[config.mk]
export PLATFORM = sky130hd
export DESIGN_NAME = reset_boot_seq
export DESIGN_NICKNAME = d
export VERILOG_FILES = /design/src/rtl/reset_boot_pkg.sv /design/src/rtl/reset_boot_ctrl.sv /design/src/rtl/reset_boot_dp.sv /design/src/rtl/reset_boot_seq.sv
export SDC_FILE = /design/constraint.sdc
export NUM_CORES = 1
export LEC_CHECK = 0
export ABC_AREA = 1
export ABC_CLOCK_PERIOD_IN_PS = 1900
export CAP_MARGIN = 10
export CORE_MARGIN = 4
export CORE_UTILIZATION = 40
export DETAILED_ROUTE_END_ITERATION = 16
export RECOVER_POWER = 100
export SLEW_MARGIN = 15
export SYNTH_ARGS = -nofsm -noshare
export SYNTH_HDL_FRONTEND = slang
export SYNTH_SLANG_ARGS = --single-unit
[constraint.sdc]
create_clock -name clk -period 1.9 [get_ports clk]
set_clock_uncertainty 0.15 [all_clocks]
set_input_delay 0.57 -clock clk [delete_from_list [all_inputs] [get_ports clk]]
set_output_delay 0.57 -clock clk [all_outputs]
set_load 0.01 [all_outputs]
[src/rtl/reset_boot_pkg.sv]
package reset_boot_pkg;

  typedef enum logic [2:0] {
    ST_POR_WAIT  = 3'd0,
    ST_RESET     = 3'd1,
    ST_BUS_HOLD  = 3'd2,
    ST_BOOT      = 3'd3,
    ST_RUN       = 3'd4
  } seqState_t;

  // strobes from control to datapath, all for the coming edge
  typedef struct packed {
    logic porCntEn;    // advance stabilisation counter
    logic pulseArm;    // qualify later resets by width
    logic enterReset;  // next state is reset, current is not
    logic enterBoot;   // next state is boot, current is not
    logic runNext;     // next state is run
    logic rstNext;     // next state holds core in reset
  } seqCtl_t;

endpackage

[src/rtl/reset_boot_ctrl.sv]
module reset_boot_ctrl
  import reset_boot_pkg::*;
(
  input  logic    clk,
  input  logic    powerOn,
  input  logic    rawRstN,
  input  logic    mapStrap,
  input  logic    busReq,
  input  logic    bootDone,
  input  logic    porDone,
  input  logic    pulseHit,
  output seqCtl_t ctl
);

  seqState_t state, nextState;

  always_ff @(posedge clk) begin
    if (powerOn) state <= ST_POR_WAIT;
    else         state <= nextState;
  end

  // release decision shared by reset and bus-hold exits
  seqState_t releaseTarget;
  always_comb releaseTarget = mapStrap ? ST_RUN : ST_BOOT;

  always_comb begin
    nextState    = state;
    ctl.porCntEn = 1'b0;
    ctl.pulseArm = 1'b0;
    unique case (state)
      ST_POR_WAIT: begin
        ctl.porCntEn = 1'b1;
        if (porDone) nextState = ST_RESET;
      end
      ST_RESET: begin
        if (rawRstN) nextState = busReq ? ST_BUS_HOLD : releaseTarget;
      end
      ST_BUS_HOLD: begin
        ctl.pulseArm = 1'b1;
        if (pulseHit)     nextState = ST_RESET;
        else if (!busReq) nextState = releaseTarget;
      end
      ST_BOOT: begin
        ctl.pulseArm = 1'b1;
        if (pulseHit)      nextState = ST_RESET;
        else if (bootDone) nextState = ST_RUN;
      end
      ST_RUN: begin
        ctl.pulseArm = 1'b1;
        if (pulseHit) nextState = ST_RESET;
      end
      default: nextState = ST_POR_WAIT;
    endcase
  end

  always_comb begin
    ctl.enterReset = (nextState == ST_RESET) && (state != ST_RESET);
    ctl.enterBoot  = (nextState == ST_BOOT)  && (state != ST_BOOT);
    ctl.runNext    = (nextState == ST_RUN);
    ctl.rstNext    = (nextState == ST_POR_WAIT) || (nextState == ST_RESET);
  end

  // leaving the stabilisation wait only once the counter says so
  a_r1_por_exit: assert property (@(posedge clk) disable iff (powerOn)
    (state == ST_RESET && $past(state) == ST_POR_WAIT) |-> $past(porDone));

  // boot phase entered only with the strap low and the bus free
  a_r5_boot_entry: assert property (@(posedge clk) disable iff (powerOn)
    (state == ST_BOOT && $past(state) != ST_BOOT) |-> $past(!mapStrap && !busReq));

  // bus hold is left only by a dropped request or a reset
  a_r8_hold_exit: assert property (@(posedge clk) disable iff (powerOn)
    (state == ST_BUS_HOLD) |=>
      (state == ST_BUS_HOLD || state == ST_RESET || !$past(busReq)));

endmodule

[src/rtl/reset_boot_dp.sv]
module reset_boot_dp
  import reset_boot_pkg::*;
#(
  parameter int LOCK_CYCLES = 2000,
  parameter int MIN_PULSE   = 8,
  parameter int ADDR_W      = 14,
  parameter logic [ADDR_W-1:0] START_ADDR = '0
) (
  input  logic              clk,
  input  logic              powerOn,
  input  logic              rawRstN,
  input  seqCtl_t           ctl,
  output logic              porDone,
  output logic              pulseHit,
  output logic              coreRst,
  output logic              stackClr,
  output logic              irqMask,
  output logic              statClr,
  output logic              bootStart,
  output logic              fetchEn,
  output logic [ADDR_W-1:0] fetchAddr
);

  localparam int POR_W = $clog2(LOCK_CYCLES + 1);
  localparam int PW_W  = $clog2(MIN_PULSE + 1);
  localparam logic [POR_W-1:0] POR_LAST = POR_W'(LOCK_CYCLES - 1);
  localparam logic [PW_W-1:0]  PW_LAST  = PW_W'(MIN_PULSE - 1);

  logic [POR_W-1:0] porCnt;
  logic [PW_W-1:0]  pulseCnt;

  // stabilisation counter, runs only during the power-up wait
  always_ff @(posedge clk) begin
    if (powerOn)           porCnt <= '0;
    else if (ctl.porCntEn) porCnt <= porCnt + 1'b1;
  end
  assign porDone = (porCnt == POR_LAST);

  // width qualifier for resets after power-up
  always_ff @(posedge clk) begin
    if (powerOn || !ctl.pulseArm || rawRstN) pulseCnt <= '0;
    else if (!pulseHit)                      pulseCnt <= pulseCnt + 1'b1;
  end
  assign pulseHit = ctl.pulseArm && !rawRstN && (pulseCnt == PW_LAST);

  // registered outputs
  always_ff @(posedge clk) begin
    if (powerOn) begin
      coreRst   <= 1'b1;
      stackClr  <= 1'b0;
      irqMask   <= 1'b0;
      statClr   <= 1'b0;
      bootStart <= 1'b0;
      fetchEn   <= 1'b0;
      fetchAddr <= '0;
    end else begin
      coreRst   <= ctl.rstNext;
      stackClr  <= ctl.enterReset;
      irqMask   <= ctl.enterReset;
      statClr   <= ctl.enterReset;
      bootStart <= ctl.enterBoot;
      fetchEn   <= ctl.runNext;
      fetchAddr <= ctl.runNext ? START_ADDR : '0;
    end
  end

  // master-reset strobes last a single cycle
  a_r2_strobe_single: assert property (@(posedge clk) disable iff (powerOn)
    stackClr |=> !stackClr);

  // a reset after power-up needs the raw reset low
  a_r3_reset_cause: assert property (@(posedge clk) disable iff (powerOn)
    ($rose(coreRst) && !$past(powerOn)) |-> $past(!rawRstN));

  // fetch never overlaps the core reset
  a_r7_fetch_no_reset: assert property (@(posedge clk) disable iff (powerOn)
    fetchEn |-> !coreRst);

  // boot start is a single-cycle pulse
  a_r5_boot_single: assert property (@(posedge clk) disable iff (powerOn)
    bootStart |=> !bootStart);

endmodule

[src/rtl/reset_boot_seq.sv]
module reset_boot_seq
  import reset_boot_pkg::*;
#(
  parameter int LOCK_CYCLES = 2000,
  parameter int MIN_PULSE   = 8,
  parameter int ADDR_W      = 14,
  parameter logic [ADDR_W-1:0] START_ADDR = '0
) (
  input  logic              clk,
  input  logic              powerOn,
  input  logic              rawRstN,
  input  logic              mapStrap,
  input  logic              busReq,
  input  logic              bootDone,
  output logic              coreRst,
  output logic              stackClr,
  output logic              irqMask,
  output logic              statClr,
  output logic              bootStart,
  output logic              fetchEn,
  output logic [ADDR_W-1:0] fetchAddr
);

  seqCtl_t ctl;
  logic    porDone;
  logic    pulseHit;

  reset_boot_ctrl i_ctrl (
    .clk      (clk),
    .powerOn  (powerOn),
    .rawRstN  (rawRstN),
    .mapStrap (mapStrap),
    .busReq   (busReq),
    .bootDone (bootDone),
    .porDone  (porDone),
    .pulseHit (pulseHit),
    .ctl      (ctl)
  );

  reset_boot_dp #(
    .LOCK_CYCLES (LOCK_CYCLES),
    .MIN_PULSE   (MIN_PULSE),
    .ADDR_W      (ADDR_W),
    .START_ADDR  (START_ADDR)
  ) i_dp (
    .clk       (clk),
    .powerOn   (powerOn),
    .rawRstN   (rawRstN),
    .ctl       (ctl),
    .porDone   (porDone),
    .pulseHit  (pulseHit),
    .coreRst   (coreRst),
    .stackClr  (stackClr),
    .irqMask   (irqMask),
    .statClr   (statClr),
    .bootStart (bootStart),
    .fetchEn   (fetchEn),
    .fetchAddr (fetchAddr)
  );

endmodule

**After elaboration in Yosys (flattened, before gate mapping)**

Cells that the tools add are included.

- $add $sub $neg: 2
- Muxes and demuxes: 12
- Reductions and logical operators: 12
- Equal/unequal tests: 11

Operators by type and width:

| cell | count |
|---|---|
| $mux 3 | 9 |
| $pmux 3 s5 | 1 |
| $add 11x1->11 const B | 1 |
| $eq 11x11->1 const B | 1 |
| $eq 3x2->1 const B | 3 |
| $eq 3x1->1 const B | 2 |
| $eq 3x3->1 const B | 2 |
| $logic_not 3->1 | 2 |
| $add 4x1->4 const B | 1 |
| $eq 4x3->1 const B | 1 |
| $logic_and 1x1->1 | 4 |
| $logic_or 1x1->1 | 3 |
| $ne 3x1->1 const B | 1 |
| $ne 3x2->1 const B | 1 |
| $reduce_or 3->1 | 1 |
| $logic_not 1->1 | 2 |
| $mux 1 | 2 |

- Output and inout port bits: 20
- Register bits after elaboration: 22
- Input bits: 6
- Word-level logic and storage cells: 44

**Logic depth before layout (Yosys ltp)**

- Word-level depth: 9
- Depth in mapped cells: 9
- Gate-level depth less buffers: 9

**Cells and area by module**

From an unflattened synthesis, not the netlist that was laid out.

- Cell total of the unflattened synthesis: 206
- Area total of the unflattened synthesis: 1343.8 um^2

By module, submodules not included:

| module | cells each | sequential area each (um^2) | times used | area each (um^2) |
|---|---|---|---|---|
| reset_boot_dp | 139 | 380.4 | 1 | 984.7 |
| reset_boot_ctrl | 67 | 60.1 | 1 | 359.1 |

**Worst setup path before layout**

No wires, ideal clock.

- Path type: register to register
- From: register i_dp.pulseCnt[0]
- To: register i_dp.stackClr
- Setup time: 64 ps
- Cell stages (with the launch flop): 10
- Arrival time: 1240 ps
- Clock period less this slack: 1454 ps
- Path buffers: 0
- Required time: 1686 ps
- Setup slack: 446 ps
- Path through: dfxtp_1 ha_1 nand2_1 nor2_1 nand3_4 nand2_1 nand2_1 inv_1 nand2_1 nor2_1

- Cells in the longest elaborated chain, start to end: 6
- Elaborated cells on any way between the ends: 8
- Classes of those cells: 2 x eq/ne; 4 x mux; 2 x reduce/logical

Ends and longest elaborated chain:

| item | RTL line | text |
|---|---|---|
| start, declared | reset_boot_dp.sv:30 | `logic [PW_W-1:0] pulseCnt;` |
| start signal, assigned | reset_boot_dp.sv:42 | `else if (!pulseHit) pulseCnt <= pulseCnt + 1'b1;` |
| $eq 4x3->1 * | reset_boot_dp.sv:44 | `assign pulseHit = ctl.pulseArm && !rawRstN && (pulseCnt == PW_LAST);` |
| $logic_and 1x1->1 * | reset_boot_dp.sv:44 |  |
| $mux 3 (on tied branches) | reset_boot_ctrl.sv:50, reset_boot_ctrl.sv:40, reset_boot_ctrl.sv:45 |  |
| $pmux 3 s5 * | reset_boot_ctrl.sv:30 | `unique case (state)` |
| $eq 3x1->1 * | reset_boot_ctrl.sv:57 | `ctl.enterReset = (nextState == ST_RESET) && (state != ST_RESET);` |
| $logic_and 1x1->1 * | reset_boot_ctrl.sv:57 |  |
| end signal, assigned | reset_boot_dp.sv:58 | `stackClr <= ctl.enterReset;` |
| end, declared | reset_boot_dp.sv:16 | `output logic stackClr,` |

Every way passes the cells marked *; elsewhere a longest branch is shown, timed or not.
A chain may end at the register's enable or synchronous reset.

**Worst setup path after layout**

- From: register i_ctrl.state[2]
- To: register i_dp.porCnt[5]

- Cells in the longest elaborated chain, start to end: 2

Ends and longest elaborated chain:

| item | RTL line | text |
|---|---|---|
| start, declared | reset_boot_ctrl.sv:15 | `seqState_t state, nextState;` |
| start signal, assigned | reset_boot_ctrl.sv:19 | `else state <= nextState;` |
| $logic_not 3->1 | reset_boot_ctrl.sv:30 |  |
| $mux 1 | reset_boot_ctrl.sv:30 |  |
| end signal, assigned | reset_boot_dp.sv:35 | `else if (ctl.porCntEn) porCnt <= porCnt + 1'b1;` |
| end, declared | reset_boot_dp.sv:29 | `logic [POR_W-1:0] porCnt;` |

Every way passes these cells.

==> flow_summary.ini <==
[status]
status = finished clean

[sta]
final.setup.tns_ps = 0
rsz0062_at_grt = false
slew_viol_final = 0
max_freq_ghz = 0.594
finalHoldViolations = 0
setup_viol = 0
setup_ws_ps = 217
min_period_ps = 1680
fin_crit_sh_pct = 88.6

[pwr]
pwr-share-clk_pct = 32.7
power_frac_seq_pct = 59.8
power.total_w = 0.000793
power_leakage_nw = 0.669
ir_drop_mv = 0.281
p_per_area_mw_per_mm2 = 539
power.internal_w = 0.000607
swShare_pct = 23.4
switching_power_w = 0.000186
pwr-share-comb_pct = 7.5

[finish]
nFillCells = 335
final_area_mm2 = 0.00147
drive_gt1_share_pct = 7.04
antennaDiodeCount = 0
final_cells = 257
syn_to_final_growth_pct = 11.9
nNetsFinal = 222

[clocking]
cts.reportedPaths.clkPinSlew_ps = 120
cts_tree = built
post_cts.repair.setup_buffers = 0
cts_buffer_depth = 2
cts_hold_buf = 0
cts_max_level = 1
cts_made_buffers = 3
clock_latency_ps = 310
clk_root_buffer_cell = clkbuf_4
clkSinkCount = 22

[grt]
grt_max_degree = 13
grt_pass1_wl_um = 4530
globalRoute.totalOverflow = 0
grtUsageTotal_pct = 13.1
antenna_found_initial = 0
first_global_vias = 1098

[synth]
yosys_register_bits = 22
yosys_warnings = 0
netlist-cell-type-count = 23
syn_inst = 197
postSynthAreaPerCell_um2 = 6.68
seq_area_frac_synth_pct = 33.5
syn_area_mm2 = 0.00132

[place]
pre_cts_ws_ps = -70.4
io_buffers = 11
dpl-instance-area_mm2 = 0.00144
gp_congestion = 0.883
hpwl_um = 2080
placed_cells = 253

[job]
max_cap_viol_count = 0

[floorplanning]
die_height_um = 65.3
dieArea_mm2 = 0.00427
num_rows = 20
core_area_mm2 = 0.00310
initial_core_util_pct = 42.4
ios = 26
die_w_um = 65.3

[route]
drtIter0Drc = 75
firstDrtPassIters = 4
drt-vias-per-instance = 4.69
via_count = 1206
drc = 0
drtAntennaViolNets = 0
wl_per_cell_um = 10.3
wirelength_um = 2660

[hold_path]
holdCritPathClass = reg -> reg
hold_path_depth = 2

[critical_path]
worstReg2RegEnd = i_dp.porCnt[5]$_SDFFE_PP0P_
startpoint_type = flop
critPathLaunch = i_ctrl.state[2]$_SDFF_PP0_
path_class = reg -> reg
worstPathArrival_ps = 1740
crit_path_end = i_dp.porCnt[5]$_SDFFE_PP0P_
ff2ff_path_depth = 6
endpoint_kind = flop
worstPathRequired_ps = 1960
rr_startpoint = i_ctrl.state[2]$_SDFF_PP0_
r2r_slack_ps = 220
cp_max_fo = 8
## layer usage
layer / track usage (%) / vias to the layer above / wire, µm
li1: - / 625 / -
met1: 16.0 / 528 / 1240
met2: 22.5 / 47 / 1180
met3: 2.56 / 6 / 193
met4: 4.92 / 0 / 45
met5: 0 / - / 0
## power by group through the flow
stage	Combinational (W)	Sequential, W	Clock [W]
final	0.0000593	0.000474	0.000259
after global routing	0.0000668	0.000475	0.000279
after CTS	0.0000584	0.000474	0.000267
after detailed placement	0.0000580	0.000484	0
after global placement	0.0000576	0.000484	0
after floorplan	0.0000548	0.000482	0
## metrics by stage
step / hold slack, ps / util, %
floorplan: 306 / -
global route: 402 / 47.4
detailed placement: 333 / 46.5
finish: 352 / 47.4
CTS: 351 / 47.5
global placement: 322 / 46.5
## critical path, stage by stage (launching register included)
cell     delay [ps]
dfxtp_1         410
nor2_1          340
nand2_2         240
nor2_4          150
nand3_1          90
o21ai_0         160
a21oi_1          50
## synth_stat cells
cell       n  area, µm²
nand2_1   46        173
nor2_1    27        101
inv_1     26       97.6
dfxtp_1   22        440
nand3_1   17       85.1
buf_4     16        120
a21oi_1   13       65.1
nand4_1    6       37.5
o21ai_0    4       20.0
xor2_1     3       26.3
ha_1       2       25.0
nor2_4     2       22.5
nor3_1     2       10.0
o21a_1     2       15.0
clkbuf_1   1       3.75
conb_1     1       3.75
nand2_2    1       6.26
nand3_4    1       17.5
nand3b_1   1       7.51
nor2_2     1       6.26
o21ai_4    1       16.3
or2_2      1       6.26
xnor2_1    1       8.76
## final cells by class
cell class / instances / area [µm²] / area share (%)
timing repair buffer: 16 / 143 / 9.69
tap: 44 / 55.1 / 3.74
inverter: 26 / 97.6 / 6.63
sequential: 22 / 440 / 29.9
clock buffer: 4 / 36.3 / 2.47
multi-input combinational: 145 / 699 / 47.5
## how the worst min path moves through the flow
stage / endpoint / slack (ps) / start
after detailed placement: i_dp.pulseCnt[1]$_SDFFE_PP0N_ / 330 / i_dp.pulseCnt[1]$_SDFFE_PP0N_
final: i_dp.pulseCnt[1]$_SDFFE_PP0N_ / 350 / i_dp.pulseCnt[1]$_SDFFE_PP0N_
after floorplan: i_dp.pulseCnt[1]$_SDFFE_PP0N_ / 310 / i_dp.pulseCnt[1]$_SDFFE_PP0N_
after CTS: i_dp.pulseCnt[1]$_SDFFE_PP0N_ / 350 / i_dp.pulseCnt[1]$_SDFFE_PP0N_
after global routing: i_dp.porCnt[5]$_SDFFE_PP0P_ / 400 / i_dp.porCnt[5]$_SDFFE_PP0P_
after global placement: i_dp.pulseCnt[1]$_SDFFE_PP0N_ / 320 / i_dp.pulseCnt[1]$_SDFFE_PP0N_
## flip-flops by register name (all words and copies together) (netlist names)
signal and flops:
i_dp.porCnt 11, i_dp.bootStart 1, i_ctrl.state 3, i_dp.pulseCnt 4
i_dp.coreRst 1, i_dp.stackClr 1, i_dp.fetchEn 1
## what timing repair did
item / CTS / global route
cloned: 0 / 0
resized for setup: 4 / 2
setup endpoints to repair: 4 / 2
## cell usage in the layout, fill, tap and decap left out, drive strengths merged, types with 2 or more instances in the layout
cell type,n
clkbuf,5
a21oi,13
clkdlybuf4s50,5
clkdlybuf4s25,2
inv,26
o21a,2
nor3,2
ha,2
dlygate4sd2,4
nor2,30
nand2,47
buf,4
nand4,6
conb,14
nand3,18
o21ai,5
xor2,3
dfxtp,22
## cell families (layout without fill, tap and decap cells)
logic type / Yosys count / after routing / share of synthesized area (%)
AOI/OAI and AO/OA: 20 / 20 / 8.85
xor gates and xnor gates: 4 / 4 / 2.66
adders and majority gates: 2 / 2 / 1.90
buffers and inverters: 43 / 46 / 16.8
DFF: 22 / 22 / 33.5
other: 1 / 14 / 0.285
and+or+nand+nor: 105 / 105 / 36.0
Note: power is estimated with default switching activity, not from simulation.
